$ cat config.mk
export PLATFORM = sky130hd
export DESIGN_NAME = dual_prio_irq_latch
export DESIGN_NICKNAME = d
export VERILOG_FILES = /design/src/rtl/irq_latch_pkg.sv /design/src/rtl/irq_latch_ctrl.sv /design/src/rtl/irq_latch_datapath.sv /design/src/rtl/dual_prio_irq_latch.sv
export SDC_FILE = /design/constraint.sdc
export NUM_CORES = 1
export LEC_CHECK = 0
export BUFFER_PORTS_ARGS = -buffer_cell sky130_fd_sc_hd__buf_4
export CORE_ASPECT_RATIO = 0.75
export CORE_MARGIN = 2
export CORE_UTILIZATION = 25
export DETAILED_ROUTE_END_ITERATION = 10
export SYNTH_ARGS = -nofsm -noshare
export SYNTH_HDL_FRONTEND = slang
export SYNTH_HIERARCHICAL = 1
export SYNTH_SLANG_ARGS = --single-unit
$ cat constraint.sdc
create_clock -name clk -period 1.75 [get_ports clk]
set_input_delay 0.0875 -clock clk [delete_from_list [all_inputs] [get_ports clk]]
set_output_delay 0.0875 -clock clk [all_outputs]
set_load 0.005 [all_outputs]
$ cat src/rtl/irq_latch_pkg.sv
package irq_latch_pkg;

  localparam int REG_ADDR_W = 3;

  typedef enum logic [REG_ADDR_W-1:0] {
    REG_HIGH_CLR  = 3'd0,
    REG_LOW_CLR   = 3'd1,
    REG_HIGH_PEEK = 3'd2,
    REG_LOW_PEEK  = 3'd3,
    REG_PRIO_SEL  = 3'd4,
    REG_MASK      = 3'd5
  } regAddr_e;

  typedef struct packed {
    logic                  rdStrobe;
    logic [REG_ADDR_W-1:0] rdSel;
    logic                  clrHigh;
    logic                  clrLow;
    logic                  wrPrio;
    logic                  wrMask;
  } ctrlStrobes_t;

endpackage

$ cat src/rtl/irq_latch_ctrl.sv
module irq_latch_ctrl
  import irq_latch_pkg::*;
(
  input  logic                  rdEn,
  input  logic                  wrEn,
  input  logic [REG_ADDR_W-1:0] addr,
  output ctrlStrobes_t          ctrl
);

  always_comb begin
    ctrl          = '0;
    ctrl.rdStrobe = rdEn;
    ctrl.rdSel    = addr;
    ctrl.clrHigh  = rdEn && (addr == REG_HIGH_CLR);
    ctrl.clrLow   = rdEn && (addr == REG_LOW_CLR);
    ctrl.wrPrio   = wrEn && (addr == REG_PRIO_SEL);
    ctrl.wrMask   = wrEn && (addr == REG_MASK);
  end

endmodule

$ cat src/rtl/irq_latch_datapath.sv
module irq_latch_datapath
  import irq_latch_pkg::*;
#(
  parameter int NUM_CH      = 32,
  parameter int SYNC_STAGES = 2
) (
  input  logic              clk,
  input  logic              rst_n,
  input  logic [NUM_CH-1:0] srcIn,
  input  ctrlStrobes_t      ctrl,
  input  logic [NUM_CH-1:0] wrData,
  output logic [NUM_CH-1:0] setHigh,
  output logic [NUM_CH-1:0] setLow,
  output logic [NUM_CH-1:0] latchHigh,
  output logic [NUM_CH-1:0] latchLow,
  output logic [NUM_CH-1:0] rdData,
  output logic              irqHigh,
  output logic              irqLow
);

  localparam int LAST_STAGE = SYNC_STAGES - 1;

  logic [SYNC_STAGES-1:0][NUM_CH-1:0] syncPipe;
  logic [NUM_CH-1:0] syncPrev;
  logic [NUM_CH-1:0] riseEdge;
  logic [NUM_CH-1:0] prioSel;
  logic [NUM_CH-1:0] chanMask;
  logic [NUM_CH-1:0] rdMux;

  for (genvar s = 0; s < SYNC_STAGES; s++) begin : g_sync
    if (s == 0) begin : g_first
      always_ff @(posedge clk or negedge rst_n) begin
        if (!rst_n) syncPipe[s] <= '0;
        else        syncPipe[s] <= srcIn;
      end
    end else begin : g_next
      always_ff @(posedge clk or negedge rst_n) begin
        if (!rst_n) syncPipe[s] <= '0;
        else        syncPipe[s] <= syncPipe[s-1];
      end
    end
  end

  always_ff @(posedge clk or negedge rst_n) begin
    if (!rst_n) syncPrev <= '0;
    else        syncPrev <= syncPipe[LAST_STAGE];
  end

  assign riseEdge = syncPipe[LAST_STAGE] & ~syncPrev & chanMask;
  assign setHigh  = riseEdge & prioSel;
  assign setLow   = riseEdge & ~prioSel;

  always_ff @(posedge clk or negedge rst_n) begin
    if (!rst_n) begin
      prioSel  <= '0;
      chanMask <= '0;
    end else begin
      if (ctrl.wrPrio) prioSel  <= wrData;
      if (ctrl.wrMask) chanMask <= wrData;
    end
  end

  // A set in the same cycle beats the clear.
  always_ff @(posedge clk or negedge rst_n) begin
    if (!rst_n) begin
      latchHigh <= '0;
      latchLow  <= '0;
    end else begin
      latchHigh <= (ctrl.clrHigh ? '0 : latchHigh) | setHigh;
      latchLow  <= (ctrl.clrLow  ? '0 : latchLow)  | setLow;
    end
  end

  always_comb begin
    case (ctrl.rdSel)
      REG_HIGH_CLR, REG_HIGH_PEEK: rdMux = latchHigh;
      REG_LOW_CLR,  REG_LOW_PEEK:  rdMux = latchLow;
      REG_PRIO_SEL:                rdMux = prioSel;
      REG_MASK:                    rdMux = chanMask;
      default:                     rdMux = '0;
    endcase
  end

  always_ff @(posedge clk or negedge rst_n) begin
    if (!rst_n)             rdData <= '0;
    else if (ctrl.rdStrobe) rdData <= rdMux;
  end

  assign irqHigh = |latchHigh;
  assign irqLow  = |latchLow;

endmodule

$ cat src/rtl/dual_prio_irq_latch.sv
module dual_prio_irq_latch
  import irq_latch_pkg::*;
#(
  parameter int NUM_CH      = 32,
  parameter int SYNC_STAGES = 2
) (
  input  logic                  clk,
  input  logic                  rst_n,
  input  logic [NUM_CH-1:0]     srcIn,
  input  logic                  rdEn,
  input  logic                  wrEn,
  input  logic [REG_ADDR_W-1:0] addr,
  input  logic [NUM_CH-1:0]     wrData,
  output logic [NUM_CH-1:0]     rdData,
  output logic                  irqHigh,
  output logic                  irqLow
);

  ctrlStrobes_t      ctrl;
  logic [NUM_CH-1:0] setHigh;
  logic [NUM_CH-1:0] setLow;
  logic [NUM_CH-1:0] latchHigh;
  logic [NUM_CH-1:0] latchLow;

  irq_latch_ctrl u_ctrl (
    .rdEn (rdEn),
    .wrEn (wrEn),
    .addr (addr),
    .ctrl (ctrl)
  );

  irq_latch_datapath #(
    .NUM_CH      (NUM_CH),
    .SYNC_STAGES (SYNC_STAGES)
  ) u_dp (
    .clk       (clk),
    .rst_n     (rst_n),
    .srcIn     (srcIn),
    .ctrl      (ctrl),
    .wrData    (wrData),
    .setHigh   (setHigh),
    .setLow    (setLow),
    .latchHigh (latchHigh),
    .latchLow  (latchLow),
    .rdData    (rdData),
    .irqHigh   (irqHigh),
    .irqLow    (irqLow)
  );

endmodule

; After elaboration in Yosys (flattened, before gate mapping)
; Cells that the tools add are included.
[totals]
regBits = 256
wordCells = 33
[classes]
eq_ne = 5
reduce_logical = 9
n_mux = 3
bitwise = 8
[ops]
columns = cell, count
row1 = $and A32 B32 Y32, 4
row2 = $pmux W32 S4, 1
row3 = $mux W32, 2
row4 = $not A32 Y32, 2
row5 = $or A32 B32 Y32, 2
row6 = $reduce_or A32 Y1, 2
row7 = $eq A3 B2 Y1 const B, 2
row8 = $eq A3 B3 Y1 const B, 2
row9 = $logic_and A1 B1 Y1, 4
row10 = $reduce_or A2 Y1, 2
row11 = $eq A3 B1 Y1 const B, 1
row12 = $logic_not A3 Y1, 1

; Depth between registers and ports, before layout
[logic_depth]
word_depth = 5
depth_mapped = 7
mapped_depth_nobuf = 3

; Cells and area by module
; The synthesis kept the hierarchy.
[modules_own_cells]
columns = mod, n_inst, area_each_um2, cells_each, seq_area_each_um2
row1 = irq_latch_datapath, 1, 9750.6, 840, 6406.1
row2 = irq_latch_ctrl, 1, 81.3, 8, 0.0

; Least setup slack after synthesis
; OpenSTA, ideal clock, no wires.
[synth_path]
path_kind = register to register
startpoint = reg u_dp.latchLow[18]
endpoint = reg u_dp.rdData[18]
slack_ns = 0.531
arrival_time_ns = 1.093
stages_incl_launch_ff = 4
required_ns = 1.624
period_less_slack_ns = 1.219
setup_time_ns = 0.126
path_cell_list = dfrtp_1 -> and3b_1 -> a311o_1 -> a221o_1
[synth_via]
elab_chain_cells = 1
[synth_lines]
columns = item, line_no
row1 = from (decl), irq_latch_datapath.sv:15  ; output logic [NUM_CH-1:0] latchLow,
row2 = from (signal assigned), irq_latch_datapath.sv:70  ; latchLow <= (ctrl.clrLow ? '0 : latchLow) | setLow;
row3 = $pmux W32 S4, irq_latch_datapath.sv:75  ; case (ctrl.rdSel)
row4 = to (signal assigned), irq_latch_datapath.sv:86  ; else if (ctrl.rdStrobe) rdData <= rdMux;
row5 = to (decl), irq_latch_datapath.sv:16  ; output logic [NUM_CH-1:0] rdData,
; Every way passes these cells.
; A chain may end at the register's enable or synchronous reset.

; Final worst setup path
[layout_path]
startpoint = reg u_dp.latchLow[14]
endpoint = out irqLow
[layout_via]
elab_chain_cells = 1
[layout_lines]
columns = item, line_no
row1 = $reduce_or A32 Y1, irq_latch_datapath.sv:90  ; assign irqLow = |latchLow;
row2 = to (decl), dual_prio_irq_latch.sv:16  ; output logic irqLow
; Every way passes these cells.

==> metrics.txt <==
Syn Nets 887; post-route clock skew 0.01163 ns; Port Buffers 104; slew at the pin with the worst max-slew slack 0.4689 ns; setup_tns -0.5537 ns; DIE AREA 40,460 µm²; Final WS setup -0.3492 ns; fraction of layout cells with a size suffix above 1 0.2290; chip height 174.7 µm; core area 38,320 µm²; Warnings, synthesis 6; syn avg cell area 11.90 µm²; commonest non-fill, non-tap cell in the layout dfrtp_1; Worst EP required 1.66 ns; crit path cell chain nor4_2 -> buf_4 -> nand4_1 -> or2_4 -> buf_6; Worst IR Drop VDD 0.4601 mV; post-route core utilization 0.3389; Placed Cells 1,415; # diodes 0; critical path's top delay family simple AND/OR/NAND/NOR gates; leak pwr 5.802 nW; first-pass GRT wire length 42,950 µm; failing checks negative setup slack; Slowest cell on crit path dfrtp_1; critical path data arrival time 2.01 ns; outcome finished with violations; Slew Viols, Final 0; clock root buffer clkbuf_16; kind of critical path register to primary output; initial antenna violation count 0; number of CTS-inserted buffers 28; clock transition at the registers of the reported paths 0.06 ns; remaining global-route overflow 0; relative slew slack 0.6874; post-route insts no fill 1,534; Bufs on Longest Clock Path 3; Post-Syn Area 9712 µm²; Area Growth Syn to Fin 33.73%; final worst path period share 1.200; Post-route DRC 0; number of global-route vias before repair 7,238; type of the worst min-delay path input pin to asynchronous set/reset pin; # rows 62; via count 6,917; Worst setup EP type primary output; Antenna Nets Post-Route 0; vias per cell 4.509; CP Launch Type register; Initial DRC Count 537; clock sink count 256; Placer Congestion 0.7934; GRT Util Overall 0.1361; synthesized instance count 816; CTS tree built; Largest stage delay, worst path 0.40 ns; Crit Path Max Fanout 3; Final setup violation count 2; I/O Pins 105; largest net degree at the start of global routing 65; fin crit period 2.099 ns; post-DP HPWL 17,640 µm; Starting Density 0.2534; H-tree Lvls 1; Final Hold Viols 0; pwr dens 1258 nW/µm²; Bufs and invs on worst path 2; Die Width 231.6 µm; FILL cells 3,851; most frequent cells in the layout dfrtp_1, buf_4, o21ai_0, inv_1, dlygate4sd3_1; RSZ-0062 raised after global routing yes; max frequency 0.4764 GHz; TritonRoute pass-1 iters 4; insertion delay to the later sink of the worst-skew pair 0.55 ns; pre-CTS setup slack 0.05843 ns; R2R setup slack 0.46 ns; WL per Instance 17.69 µm; max-cap viol count 0; Post-Route WL 27,140 µm; Final nets 1,073
## final cells by class
type | count | area, µm² | area share
Inverter | 67 | 251.5 | 0.01936
Multi-Input combinational cell | 445 | 2949 | 0.2271
Sequential cell | 256 | 6406 | 0.4933
Clock buffer | 43 | 868.3 | 0.06686
Tap cell | 512 | 640.6 | 0.04933
Clock inverter | 7 | 47.55 | 0.003661
Timing Repair Buffer | 204 | 1824 | 0.1405
## path summary, 6_finish.rpt
kind                                        start                 end  cells after the start
worst min-delay path                        rst_n   u_dp/syncPipe[19]                      2
worst max register to register  u_dp/latchLow[18]     u_dp/rdData[18]                      3
worst max-delay path            u_dp/latchLow[14]              irqLow                      5
max in group asynchronous                   rst_n  u_dp/latchHigh[13]                      3
worst min register to register  u_dp/syncPipe[11]   u_dp/syncPipe[43]                      0
min in group clk                          addr[0]      u_dp/rdData[3]                      3
## worst register-to-register path, stage by stage, from the launching register on
cell and delay, ns:
dfrtp_1 0.40, and3b_1 0.18, a311o_1 0.32, a221o_1 0.29
## state kept, by name, summed over array words and instances, names as in the netlist
signal / flops
u_dp/rdData: 32
u_dp/syncPipe: 64
u_dp/prioSel: 32
u_dp/latchHigh: 32
u_dp/chanMask: 32
u_dp/syncPrev: 32
u_dp/latchLow: 32
## layer usage
metal  vias up  wire, µm  track usage  share of wire
li1       3205         -            -              -
met1      3484     13000       0.1970           0.48
met2       183     11890       0.2032           0.44
met3        45      1674      0.03460          0.062
met4         0       580      0.03339          0.021
met5         -         0            0              0
## report_power, final
| group | internal (mW) | switching (mW) |
|---|---|---|
| registers | 7.04 | 0.991 |
| logic | 1.42 | 1.09 |
| clock network | 3.40 | 2.39 |
## timing repair
item	in CTS	in global routing
buffers inserted	1	2
resized for setup	12	7
endpoints found under the hold margin	358	0
pin swaps	6	6
hold buffers	66	0
setup endpoints to repair	2	2
## stage by stage
step	hold slack [ns]	total power [mW]	area, µm²
global route	0.05239	17.20	12990
detailed placement	0.06512	10.32	11270
finish	0.04914	16.34	12990
floorplan	-0.2081	9.133	9712
global placement	0.05331	10.24	11270
CTS	0.02030	16.41	12920
Note: power is estimated with default switching activity, not from simulation.
